**config.mk**
```make
export PLATFORM = sky130hd
export DESIGN_NAME = spi_csr_bridge
export DESIGN_NICKNAME = d
export VERILOG_FILES = /design/src/rtl/bridge_pkg.sv /design/src/rtl/bridge_sync.sv /design/src/rtl/bridge_rx.sv /design/src/rtl/bridge_seq.sv /design/src/rtl/spi_csr_bridge.sv
export SDC_FILE = /design/constraint.sdc
export NUM_CORES = 1
export LEC_CHECK = 0
export ABC_CLOCK_PERIOD_IN_PS = 7150
export CAP_MARGIN = 40
export CORE_MARGIN = 2
export CORE_UTILIZATION = 55
export CTS_CLUSTER_DIAMETER = 40
export DETAILED_ROUTE_END_ITERATION = 10
export DONT_BUFFER_PORTS = 1
export GPL_ROUTABILITY_DRIVEN = 0
export PLACE_DENSITY = 0.7
export SLEW_MARGIN = 20
export SYNTH_ARGS = -nofsm -noshare
export SYNTH_HDL_FRONTEND = slang
export SYNTH_SLANG_ARGS = --single-unit
```
**constraint.sdc**
```tcl
create_clock -name clk -period 7.15 [get_ports clk]
set_input_delay 1.0725 -clock clk [delete_from_list [all_inputs] [get_ports clk]]
set_output_delay 1.0725 -clock clk [all_outputs]
set_load 0.02 [all_outputs]
```
**src/rtl/bridge_pkg.sv**
```systemverilog
package bridge_pkg;

  // Transaction phase of the sequencer.
  typedef enum logic [1:0] {
    PH_IDLE = 2'd0,
    PH_HDR  = 2'd1,
    PH_DATA = 2'd2,
    PH_DONE = 2'd3
  } phase_t;

endpackage

```
**src/rtl/bridge_sync.sv**
```systemverilog
// Reset release synchronizer, pin synchronizers and SCLK edge detection.
module bridge_sync #(
  parameter int STAGES = 2
) (
  input  logic clk,
  input  logic rst_n_in,
  input  logic sclk,
  input  logic mosi,
  input  logic cs_n,
  output logic rst_n,
  output logic sclk_rise,
  output logic sclk_fall,
  output logic mosi_s,
  output logic cs_n_s
);

  localparam int NPIN = 3;
  // Per-pin reset value: chip select idles high, the others low.
  localparam logic [NPIN-1:0] PIN_RST = 3'b100;

  logic [1:0] rst_pipe_q;

  always_ff @(posedge clk or negedge rst_n_in) begin
    if (!rst_n_in) rst_pipe_q <= 2'b00;
    else           rst_pipe_q <= {rst_pipe_q[0], 1'b1};
  end

  assign rst_n = rst_pipe_q[1];

  logic [NPIN-1:0] pin_raw;
  logic [NPIN-1:0] pin_s;

  assign pin_raw = {cs_n, mosi, sclk};

  for (genvar gi = 0; gi < NPIN; gi++) begin : g_pin
    logic [STAGES-1:0] pipe_q;
    always_ff @(posedge clk or negedge rst_n) begin
      if (!rst_n) pipe_q <= {STAGES{PIN_RST[gi]}};
      else        pipe_q <= {pipe_q[STAGES-2:0], pin_raw[gi]};
    end
    assign pin_s[gi] = pipe_q[STAGES-1];
  end

  logic sclk_prev_q;

  always_ff @(posedge clk or negedge rst_n) begin
    if (!rst_n) sclk_prev_q <= 1'b0;
    else        sclk_prev_q <= pin_s[0];
  end

  assign sclk_rise = pin_s[0] & ~sclk_prev_q;
  assign sclk_fall = ~pin_s[0] & sclk_prev_q;
  assign mosi_s    = pin_s[1];
  assign cs_n_s    = pin_s[2];

endmodule

```
**src/rtl/bridge_rx.sv**
```systemverilog
// Receive shifter: counts header bits, then word bits, and flags completion.
module bridge_rx #(
  parameter int HDR_W  = 24,
  parameter int WORD_W = 16
) (
  input  logic             clk,
  input  logic             rst_n,
  input  logic             cs_n_s,
  input  logic             sclk_rise,
  input  logic             mosi_s,
  output logic [HDR_W-1:0] shreg,
  output logic             hdr_done,
  output logic             word_done
);

  localparam int CNT_W = $clog2(HDR_W + 1);
  localparam logic [CNT_W-1:0] HDR_LAST  = CNT_W'(HDR_W - 1);
  localparam logic [CNT_W-1:0] WORD_LAST = CNT_W'(WORD_W - 1);

  logic [HDR_W-1:0] shreg_q, shreg_d;
  logic [CNT_W-1:0] cnt_q, cnt_d;
  logic             in_hdr_q, in_hdr_d;
  logic             hdr_done_q, hdr_done_d;
  logic             word_done_q, word_done_d;

  always_comb begin
    shreg_d     = shreg_q;
    cnt_d       = cnt_q;
    in_hdr_d    = in_hdr_q;
    hdr_done_d  = 1'b0;
    word_done_d = 1'b0;
    if (cs_n_s) begin
      shreg_d  = '0;
      cnt_d    = '0;
      in_hdr_d = 1'b1;
    end else if (sclk_rise) begin
      shreg_d = {shreg_q[HDR_W-2:0], mosi_s};
      if (in_hdr_q && cnt_q == HDR_LAST) begin
        cnt_d      = '0;
        in_hdr_d   = 1'b0;
        hdr_done_d = 1'b1;
      end else if (!in_hdr_q && cnt_q == WORD_LAST) begin
        cnt_d       = '0;
        word_done_d = 1'b1;
      end else begin
        cnt_d = cnt_q + 1'b1;
      end
    end
  end

  always_ff @(posedge clk or negedge rst_n) begin
    if (!rst_n) begin
      shreg_q     <= '0;
      cnt_q       <= '0;
      in_hdr_q    <= 1'b1;
      hdr_done_q  <= 1'b0;
      word_done_q <= 1'b0;
    end else begin
      shreg_q     <= shreg_d;
      cnt_q       <= cnt_d;
      in_hdr_q    <= in_hdr_d;
      hdr_done_q  <= hdr_done_d;
      word_done_q <= word_done_d;
    end
  end

  assign shreg     = shreg_q;
  assign hdr_done  = hdr_done_q;
  assign word_done = word_done_q;

endmodule

```
**src/rtl/bridge_seq.sv**
```systemverilog
// Burst sequencer: header decode, address/count tracking, register strobes, MISO shifter.
module bridge_seq
  import bridge_pkg::*;
#(
  parameter int ADDR_W = 8,
  parameter int LEN_W  = 14,
  parameter int WORD_W = 16
) (
  input  logic                 clk,
  input  logic                 rst_n,
  input  logic                 cs_n_s,
  input  logic                 sclk_fall,
  input  logic                 hdr_done,
  input  logic                 word_done,
  input  logic [2+LEN_W+ADDR_W-1:0] shreg,
  input  logic [WORD_W-1:0]    csr_rdata,
  input  logic                 csr_rvalid,
  output logic                 csr_valid,
  output logic                 csr_we,
  output logic [ADDR_W-1:0]    csr_addr,
  output logic [WORD_W-1:0]    csr_wdata,
  output logic                 miso,
  output logic                 burst_incr,
  output logic [LEN_W:0]       burst_words
);

  localparam int HDR_W   = 2 + LEN_W + ADDR_W;
  localparam int WR_POS  = HDR_W - 1;
  localparam int INC_POS = HDR_W - 2;
  localparam int LEN_POS = ADDR_W;
  localparam logic [LEN_W:0] ONE_WORD = (LEN_W+1)'(1);

  phase_t              phase_q, phase_d;
  logic                wr_q, wr_d;
  logic                incr_q, incr_d;
  logic [LEN_W:0]      left_q, left_d;
  logic [LEN_W:0]      words_q, words_d;
  logic [ADDR_W-1:0]   addr_q, addr_d;
  logic [ADDR_W-1:0]   step_addr;
  logic                csr_valid_q, csr_valid_d;
  logic                csr_we_q, csr_we_d;
  logic [ADDR_W-1:0]   csr_addr_q, csr_addr_d;
  logic [WORD_W-1:0]   csr_wdata_q, csr_wdata_d;
  logic [WORD_W-1:0]   tx_q, tx_d;
  logic                miso_q, miso_d;

  assign step_addr = addr_q + ADDR_W'(incr_q);

  always_comb begin
    phase_d     = phase_q;
    wr_d        = wr_q;
    incr_d      = incr_q;
    left_d      = left_q;
    words_d     = words_q;
    addr_d      = addr_q;
    csr_valid_d = 1'b0;
    csr_we_d    = csr_we_q;
    csr_addr_d  = csr_addr_q;
    csr_wdata_d = csr_wdata_q;
    tx_d        = tx_q;
    miso_d      = miso_q;
    if (cs_n_s) begin
      phase_d = PH_IDLE;
      tx_d    = '0;
      miso_d  = 1'b0;
    end else begin
      unique case (phase_q)
        PH_IDLE: phase_d = PH_HDR;
        PH_HDR: begin
          if (hdr_done) begin
            wr_d    = shreg[WR_POS];
            incr_d  = shreg[INC_POS];
            words_d = {1'b0, shreg[LEN_POS +: LEN_W]} + ONE_WORD;
            left_d  = {1'b0, shreg[LEN_POS +: LEN_W]} + ONE_WORD;
            addr_d  = shreg[ADDR_W-1:0];
            phase_d = PH_DATA;
            if (!shreg[WR_POS]) begin
              csr_valid_d = 1'b1;
              csr_we_d    = 1'b0;
              csr_addr_d  = shreg[ADDR_W-1:0];
            end
          end
        end
        PH_DATA: begin
          if (word_done) begin
            addr_d = step_addr;
            left_d = left_q - ONE_WORD;
            if (wr_q) begin
              csr_valid_d = 1'b1;
              csr_we_d    = 1'b1;
              csr_addr_d  = addr_q;
              csr_wdata_d = shreg[WORD_W-1:0];
            end
            if (left_q == ONE_WORD) begin
              phase_d = PH_DONE;
            end else if (!wr_q) begin
              csr_valid_d = 1'b1;
              csr_we_d    = 1'b0;
              csr_addr_d  = step_addr;
            end
          end
        end
        default: ;
      endcase
      if (csr_rvalid && !wr_q && (phase_q == PH_DATA || phase_q == PH_DONE)) begin
        tx_d = csr_rdata;
      end
      if (sclk_fall) begin
        miso_d = tx_q[WORD_W-1];
        tx_d   = {tx_q[WORD_W-2:0], 1'b0};
      end
    end
  end

  always_ff @(posedge clk or negedge rst_n) begin
    if (!rst_n) begin
      phase_q     <= PH_IDLE;
      wr_q        <= 1'b0;
      incr_q      <= 1'b0;
      left_q      <= '0;
      words_q     <= '0;
      addr_q      <= '0;
      csr_valid_q <= 1'b0;
      csr_we_q    <= 1'b0;
      csr_addr_q  <= '0;
      csr_wdata_q <= '0;
      tx_q        <= '0;
      miso_q      <= 1'b0;
    end else begin
      phase_q     <= phase_d;
      wr_q        <= wr_d;
      incr_q      <= incr_d;
      left_q      <= left_d;
      words_q     <= words_d;
      addr_q      <= addr_d;
      csr_valid_q <= csr_valid_d;
      csr_we_q    <= csr_we_d;
      csr_addr_q  <= csr_addr_d;
      csr_wdata_q <= csr_wdata_d;
      tx_q        <= tx_d;
      miso_q      <= miso_d;
    end
  end

  assign csr_valid   = csr_valid_q;
  assign csr_we      = csr_we_q;
  assign csr_addr    = csr_addr_q;
  assign csr_wdata   = csr_wdata_q;
  assign miso        = miso_q;
  assign burst_incr  = incr_q;
  assign burst_words = words_q;

endmodule

```
**src/rtl/spi_csr_bridge.sv**
```systemverilog
// Top: SPI mode-0 slave to register-port burst bridge.
module spi_csr_bridge #(
  parameter int ADDR_W      = 8,
  parameter int LEN_W       = 14,
  parameter int WORD_W      = 16,
  parameter int SYNC_STAGES = 2
) (
  input  logic              clk,
  input  logic              rst_n,
  input  logic              spi_sclk,
  input  logic              spi_cs_n,
  input  logic              spi_mosi,
  output logic              spi_miso,
  output logic              csr_valid,
  output logic              csr_we,
  output logic [ADDR_W-1:0] csr_addr,
  output logic [WORD_W-1:0] csr_wdata,
  input  logic [WORD_W-1:0] csr_rdata,
  input  logic              csr_rvalid
);

  localparam int HDR_W = 2 + LEN_W + ADDR_W;

  logic             rst_n_s;
  logic             sclk_rise;
  logic             sclk_fall;
  logic             mosi_s;
  logic             cs_n_s;
  logic [HDR_W-1:0] rx_shreg;
  logic             hdr_done;
  logic             word_done;
  logic             burst_incr;
  logic [LEN_W:0]   burst_words;

  bridge_sync #(
    .STAGES (SYNC_STAGES)
  ) u_sync (
    .clk       (clk),
    .rst_n_in  (rst_n),
    .sclk      (spi_sclk),
    .mosi      (spi_mosi),
    .cs_n      (spi_cs_n),
    .rst_n     (rst_n_s),
    .sclk_rise (sclk_rise),
    .sclk_fall (sclk_fall),
    .mosi_s    (mosi_s),
    .cs_n_s    (cs_n_s)
  );

  bridge_rx #(
    .HDR_W  (HDR_W),
    .WORD_W (WORD_W)
  ) u_rx (
    .clk       (clk),
    .rst_n     (rst_n_s),
    .cs_n_s    (cs_n_s),
    .sclk_rise (sclk_rise),
    .mosi_s    (mosi_s),
    .shreg     (rx_shreg),
    .hdr_done  (hdr_done),
    .word_done (word_done)
  );

  bridge_seq #(
    .ADDR_W (ADDR_W),
    .LEN_W  (LEN_W),
    .WORD_W (WORD_W)
  ) u_seq (
    .clk         (clk),
    .rst_n       (rst_n_s),
    .cs_n_s      (cs_n_s),
    .sclk_fall   (sclk_fall),
    .hdr_done    (hdr_done),
    .word_done   (word_done),
    .shreg       (rx_shreg),
    .csr_rdata   (csr_rdata),
    .csr_rvalid  (csr_rvalid),
    .csr_valid   (csr_valid),
    .csr_we      (csr_we),
    .csr_addr    (csr_addr),
    .csr_wdata   (csr_wdata),
    .miso        (spi_miso),
    .burst_incr  (burst_incr),
    .burst_words (burst_words)
  );

endmodule

```
==> results of run 1 <==
-- worst max path at each step --
stage	to	slack [ns]	from
after floorplan	u_rx.cnt_q[0]	3.83	u_sync.rst_pipe_q[1]
after global placement	u_seq.csr_addr[6]	4.51	u_seq.phase_q[0]
after detailed placement	u_seq.csr_addr[0]	4.68	u_seq.phase_q[0]
after CTS	u_seq.csr_addr[1]	4.63	u_seq.phase_q[0]
after global routing	u_seq.csr_addr[1]	4.35	u_seq.phase_q[0]
final	u_seq.csr_addr[1]	4.62	u_seq.phase_q[0]
-- area by class of cell --
cell class              count  area, sq um  share of cell area, %
clock buffers               9          124                   2.07
repair buffers             10          115                   1.93
multi-input cells         415         2620                   43.8
inverters                  11         41.3                  0.691
flip-flops and latches    111         2790                   46.6
well taps                 133          166                   2.79
clock inverters             7          126                   2.12
-- metal layers --
metal	share of wire, %	wire (um)
met3	5.1	608
met5	0	0
met2	46	5550
met4	1.9	226
met1	47	5590
-- critical path, stage by stage (launching register included) --
cell and delay, ns:
dfrtp_1 0.43, inv_1 0.09, ha_1 0.20, buf_4 0.40, nor2_1 0.20, a2111oi_2 0.49, buf_2 0.29, and3_1 0.17
a21oi_1 0.04, o22ai_1 0.13
-- Yosys cell counts, types with 3 or more instances --
library cell    n
a211oi_1       18
a21o_1          5
a21oi_1        56
a22oi_1         3
and3_1         10
buf_1           7
buf_2           4
buf_6           3
clkbuf_1       23
dfrtp_1       108
dfstp_2         3
ha_1           10
inv_1          11
mux2_1          8
mux2_2          9
mux2i_1        23
nand2_1        82
nand2b_1        6
nand3_1        16
nand4_1         5
nor2_1         47
nor3_1          9
nor4_1          3
o211ai_1        6
o21ai_0        18
o21ai_1        12
o22ai_1         7
or3_1           4
xnor2_1         4
xor2_1         11
-- logic make-up after synthesis --
| family | share of synthesized area (%) |
|---|---|
| xor+xnor | 2.34 |
| mux | 7.52 |
| buf+inv | 3.84 |
| flops | 49.6 |
| fa+ha+maj | 2.23 |
| simple gates | 17.5 |
| compound gates | 16.9 |
| other cells | 0.0669 |
-- cell usage in the layout, fill, tap and decap left out, types with 6 or more instances in the layout --
cell | Yosys | final
a21oi_1 | 56 | 56
mux2_1 | 8 | 8
ha_1 | 10 | 10
nor3_1 | 9 | 9
and3_1 | 10 | 10
nand2_1 | 82 | 82
xor2_1 | 11 | 11
o22ai_1 | 7 | 7
inv_1 | 11 | 11
clkbuf_8 | 0 | 9
nand3_1 | 16 | 16
nor2_1 | 47 | 47
o21ai_1 | 12 | 12
nand2b_1 | 6 | 6
mux2_2 | 9 | 9
dfrtp_1 | 108 | 107
mux2i_1 | 23 | 23
a211oi_1 | 18 | 18
o21ai_0 | 18 | 18
o211ai_1 | 6 | 6
-- per-stage QoR --
| step | setup slack (ns) | util [%] |
|---|---|---|
| global placement | 4.51 | 57.4 |
| detailed placement | 4.68 | 58.3 |
| floorplan | 3.83 | - |
| finish | 4.62 | 60.8 |
| CTS | 4.63 | 60.8 |
| global route | 4.35 | 60.8 |
-- registers in the layout, summed over array words and instances, names as in the netlist, 2 cells and up --
name and count:
u_seq.tx_q 16, u_seq.left_q 15, u_seq.csr_addr 8, u_rx.shreg 24
u_seq.phase_q 2, u_seq.csr_wdata 16, u_seq.addr_q 8, u_sync.g_pin.pipe_q 6
u_rx.cnt_q 5, u_sync.rst_pipe_q 2
-- where the power goes --
part | internal (W) | switching (W)
logic | 0.000221 | 0.000319
clock network | 0.000238 | 0.000228
registers | 0.000707 | 0.000122
total | 0.00117 | 0.000670
==> flow_summary.ini, run 1 <==
[die]
die-area_sq_mm = 0.0110
coreArea_sq_mm = 0.00982
initial_core_util_pct = 57.1
io_pins = 49
die_x_um = 105
rows = 36
die_h_um = 105

[setup_path]
reg2reg_from = u_seq.phase_q[0]
r2r_end = u_seq.csr_addr[1]
crit_type = reg2reg
cp-end-kind = register
cp_max_fo = 42
reg2reg_depth = 9
worst_setup_path_start_kind = register
arrival_ns = 2.84
worstPathRequired_ns = 7.46
ff2ff_setup_slack_ns = 4.62

[synthesis]
syn_nets = 607
yosysTopAreaCell = dfrtp_1
syn_inst = 575
synth.distinct_cells = 68
syn_area_per_cell_sq_um = 9.75
synthTopCellsByArea = dfrtp_1, nand2_1, a21oi_1
synth_seq_area_share_pct = 49.6
synth-main-ff-cell = dfrtp_1
synth_edf_count = 0
synth-seq-cells = 111
yosys_warnings = 0
ys_async_sr_fraction_pct = 100
synth_area_sq_mm = 0.00560
synth.top_cell.area_share_pct = 48.2

[finish]
areaGrowthSynthToFinish_pct = 6.59
finalNetCount = 590
nFillCells = 877
finalNonFillerCells = 696
drive_gt1_share_pct = 9.95
insertedDiodeCount = 0
postLayoutCellArea_sq_mm = 0.00597

[power_and_ir_drop]
ir_worst_vdd_mv = 0.148
power_w = 0.00184
powerDensity_mw_per_mm2 = 307
power_leakage_nw = 2.69

[routing]
first_iter_violations = 278
vias = 4134
detail-route-antenna-nets = 0
drc = 0
drt-pass1-iter-count = 5
totalWireLength_mm = 12.0
viasPerCell = 5.94
wl_per_cell_um = 17.2

[clock_network]
cts_setup_buffers = 0
htreeDepth = 3
clk_latency_ns = 0.39
cts_tree = yes
clockRootBuffer = clkbuf_8
cts_inserted_buffers = 9
cts_resized = 0
cts_num_sinks = 111
clk_path_buf_depth = 2
clk_pin_slew_worst_paths_ns = 0.12
holdBufCountCts = 0

[sta]
finalSetupViolCount = 0
fmax_mhz = 395
whs_ns = 0.272
tns_ns = 0
worst_pin_slew_ns = 0.761
fin_skew_ns = 0.0181
finalCritPeriodShare_pct = 35.4
hold_violations = 0
rsz0062_at_grt = false
slew_viol_final = 0
max_slew_margin_pct = 49.3
finalCriticalPeriod_ns = 2.53

[global_route]
grt_pass1_vias = 4001
met1_usage_pct = 33.2
grt_antenna_before_repair = 0
grt-ovfl-total = 0
busiest_layer = met2
grt_pass1_wl_mm = 20.2
grtUsageMet2_pct = 34.7
met3_usage_pct = 5.12
grt_max_degree = 61
grtUsageTotal_pct = 23.1

[run_status]
status = finished clean

[place]
dp_cells = 680
io_buffers = 0
dpl_cell_area_sq_mm = 0.00572
dp_hpwl_mm = 8.39

[job]
maxCapViolations = 0

[min_path]
min_path_type = reg2async
No activity file was read; power rests on OpenSTA's default activity.
==> inputs of run 2 (changes only) <==
--- a/config.mk
+++ b/config.mk
@@ -5,7 +5,7 @@
 export SDC_FILE = /design/constraint.sdc
 export NUM_CORES = 1
 export LEC_CHECK = 0
-export ABC_CLOCK_PERIOD_IN_PS = 7150
+export ABC_CLOCK_PERIOD_IN_PS = 2100
 export CAP_MARGIN = 40
 export CORE_MARGIN = 2
 export CORE_UTILIZATION = 55
@@ -13,7 +13,7 @@
 export DETAILED_ROUTE_END_ITERATION = 10
 export DONT_BUFFER_PORTS = 1
 export GPL_ROUTABILITY_DRIVEN = 0
-export PLACE_DENSITY = 0.7
+export PLACE_DENSITY = 0.73
 export SLEW_MARGIN = 20
 export SYNTH_ARGS = -nofsm -noshare
 export SYNTH_HDL_FRONTEND = slang
==> constraint.sdc (replaced) <==
create_clock -name clk -period 2.1 [get_ports clk]
set_input_delay 0.315 -clock clk [delete_from_list [all_inputs] [get_ports clk]]
set_output_delay 0.315 -clock clk [all_outputs]
set_load 0.02 [all_outputs]
==> run 2 against run 1 <==
Against the previous run: utilization increased by 1.8 points; combinational power increased to 4.1 times the previous value; critical path type unchanged; sequential cell count unchanged; fmax increased by 24%; die area unchanged.
==> flow_summary.ini, run 2 (same netlist as run 1, synthesis figures left out) <==
[global_route]
grt-ovfl-total = 0
grt_max_degree = 41
grtUsageTotal_pct = 24.1
grt_pass1_vias = 4311
grt_pass1_wl_mm = 21.4
grt_antenna_before_repair = 0

[routing]
detail-route-antenna-nets = 0
drc = 0
wl_per_cell_um = 17.3
first_iter_violations = 209
viasPerCell = 6.07
vias = 4378
drt-pass1-iter-count = 7
totalWireLength_mm = 12.5

[die]
coreArea_sq_mm = 0.00982
die-area_sq_mm = 0.0110
io_pins = 49
initial_core_util_pct = 57.1
die_h_um = 105
die_x_um = 105
rows = 36

[finish]
final_common_cell = dfrtp_1
insertedDiodeCount = 0
regArea_sq_mm = 0.00279
multi_input_area_sq_mm = 0.00270
areaGrowthSynthToFinish_pct = 9.71
postLayoutCellArea_sq_mm = 0.00615
finalNetCount = 615
nFillCells = 843
largest_reg_flops = 24
mostFrequentLayoutCells = dfrtp_1, nand2_1, a21oi_1
drive_gt1_share_pct = 15.0
finalNonFillerCells = 721

[setup_path]
ff2ff_setup_slack_ns = 0.06
worst_setup_path_start_kind = register
r2r_end = u_seq.left_q[13]
path_cells = ha_1 -> and2b_2 -> or4_4 -> o311ai_2 -> nand3_1
path_buf_inv = 0
cp_max_fo = 7
crit_slowest_cell = or4_4
crit_type = reg2reg
cp-end-kind = register
arrival_ns = 2.32
reg2reg_from = u_seq.phase_q[0]
reg2reg_depth = 5
slowest_delay_ns = 0.61
cp_top_family = simple AND/OR/NAND/NOR gates
worstPathRequired_ns = 2.37

[sta]
fmax_mhz = 490
whs_ns = 0.147
slew_viol_final = 0
rsz0062_at_grt = false
tns_ns = 0
layout_setup_ws_ns = 0.0578
finalCritPeriodShare_pct = 97.2
finalSetupViolCount = 0
finalCriticalPeriod_ns = 2.04
fin_skew_ns = 0.00718
hold_violations = 0

[clock_network]
cts_inserted_buffers = 9
clk_pin_slew_worst_paths_ns = 0.10
clk_path_buf_depth = 2
cts_num_sinks = 111
clockRootBuffer = clkbuf_8
clk_latency_ns = 0.38
htreeDepth = 3
cts_tree = yes

[power_and_ir_drop]
powerDensity_mw_per_mm2 = 1020
ir_worst_vdd_mv = 0.492
power_leakage_nw = 2.78

[run_status]
status = finished clean

[place]
dpl_cell_area_sq_mm = 0.00582
io_buffers = 0
dp_slack_ns = -0.0559
dp_hpwl_mm = 8.63
dp_cells = 698

[min_path]
min_path_type = in2async

[job]
maxCapViolations = 0
## run 2: changes by cell type in the layout (fill, tap and decap cells not counted), sizes merged
cell         before  now
buf              10   30
bufinv            3    0
dlygate4sd3       0    4
clkbuf            9   12
inv              14   11
clkinv            0    3
or4               2    3
## run 2: how the worst max path moves through the flow
| stage | from | end | cells after the start |
|---|---|---|---|
| after global placement | u_seq.phase_q[0] | u_seq.csr_addr[7] | 9 |
| after detailed placement | u_seq.phase_q[0] | u_seq.csr_addr[6] | 9 |
| after floorplan | u_seq.phase_q[0] | u_seq.left_q[13] | 8 |
| after CTS | u_seq.phase_q[0] | u_seq.csr_addr[6] | 9 |
| after global routing | u_seq.left_q[1] | u_seq.left_q[14] | 7 |
| final | u_seq.phase_q[0] | u_seq.left_q[13] | 5 |
## run 2: timing repair
item	CTS	global route
gates resized for setup	1	20
hold buffers	4	0
pin swaps	0	3
gates cloned	0	1
hold endpoints to repair	5	0
buffers inserted	0	2
setup endpoints to repair	2	28
## run 2: layout make-up
class	instances	area share (%)
repair buffers	34	4.38
multi-input cells	416	43.9
inverters	11	0.672
well taps	133	2.71
flip-flops and latches	111	45.3
clock inverters	4	0.488
clock buffers	12	2.52
## run 2: report_power, final
group / total, W / internal [W] / leakage (nW) / switching [W]
Clock: 0.00123 / 0.000500 / 0.0926 / 0.000728
Combinational: 0.00219 / 0.000957 / 1.21 / 0.00124
Sequential: 0.00283 / 0.00241 / 1.48 / 0.000420
## run 2: through the flow
stage,util [%],total power (W)
6_report,62.6,0.00625
5_1_grt,62.6,0.00666
4_1_cts,61.6,0.00606
3_5_place_dp,59.3,0.00482
3_3_place_gp,59.3,0.00475
2_1_floorplan,-,0.00431
## run 2: layer usage
| metal | track usage [%] | wire length [um] | vias to the layer above |
|---|---|---|---|
| met5 | 0 | 0 | - |
| met1 | 34.6 | 5620 | 2153 |
| met2 | 36.6 | 5890 | 146 |
| met4 | 9.24 | 192 | 0 |
| li1 | - | - | 2065 |
| met3 | 4.30 | 779 | 14 |
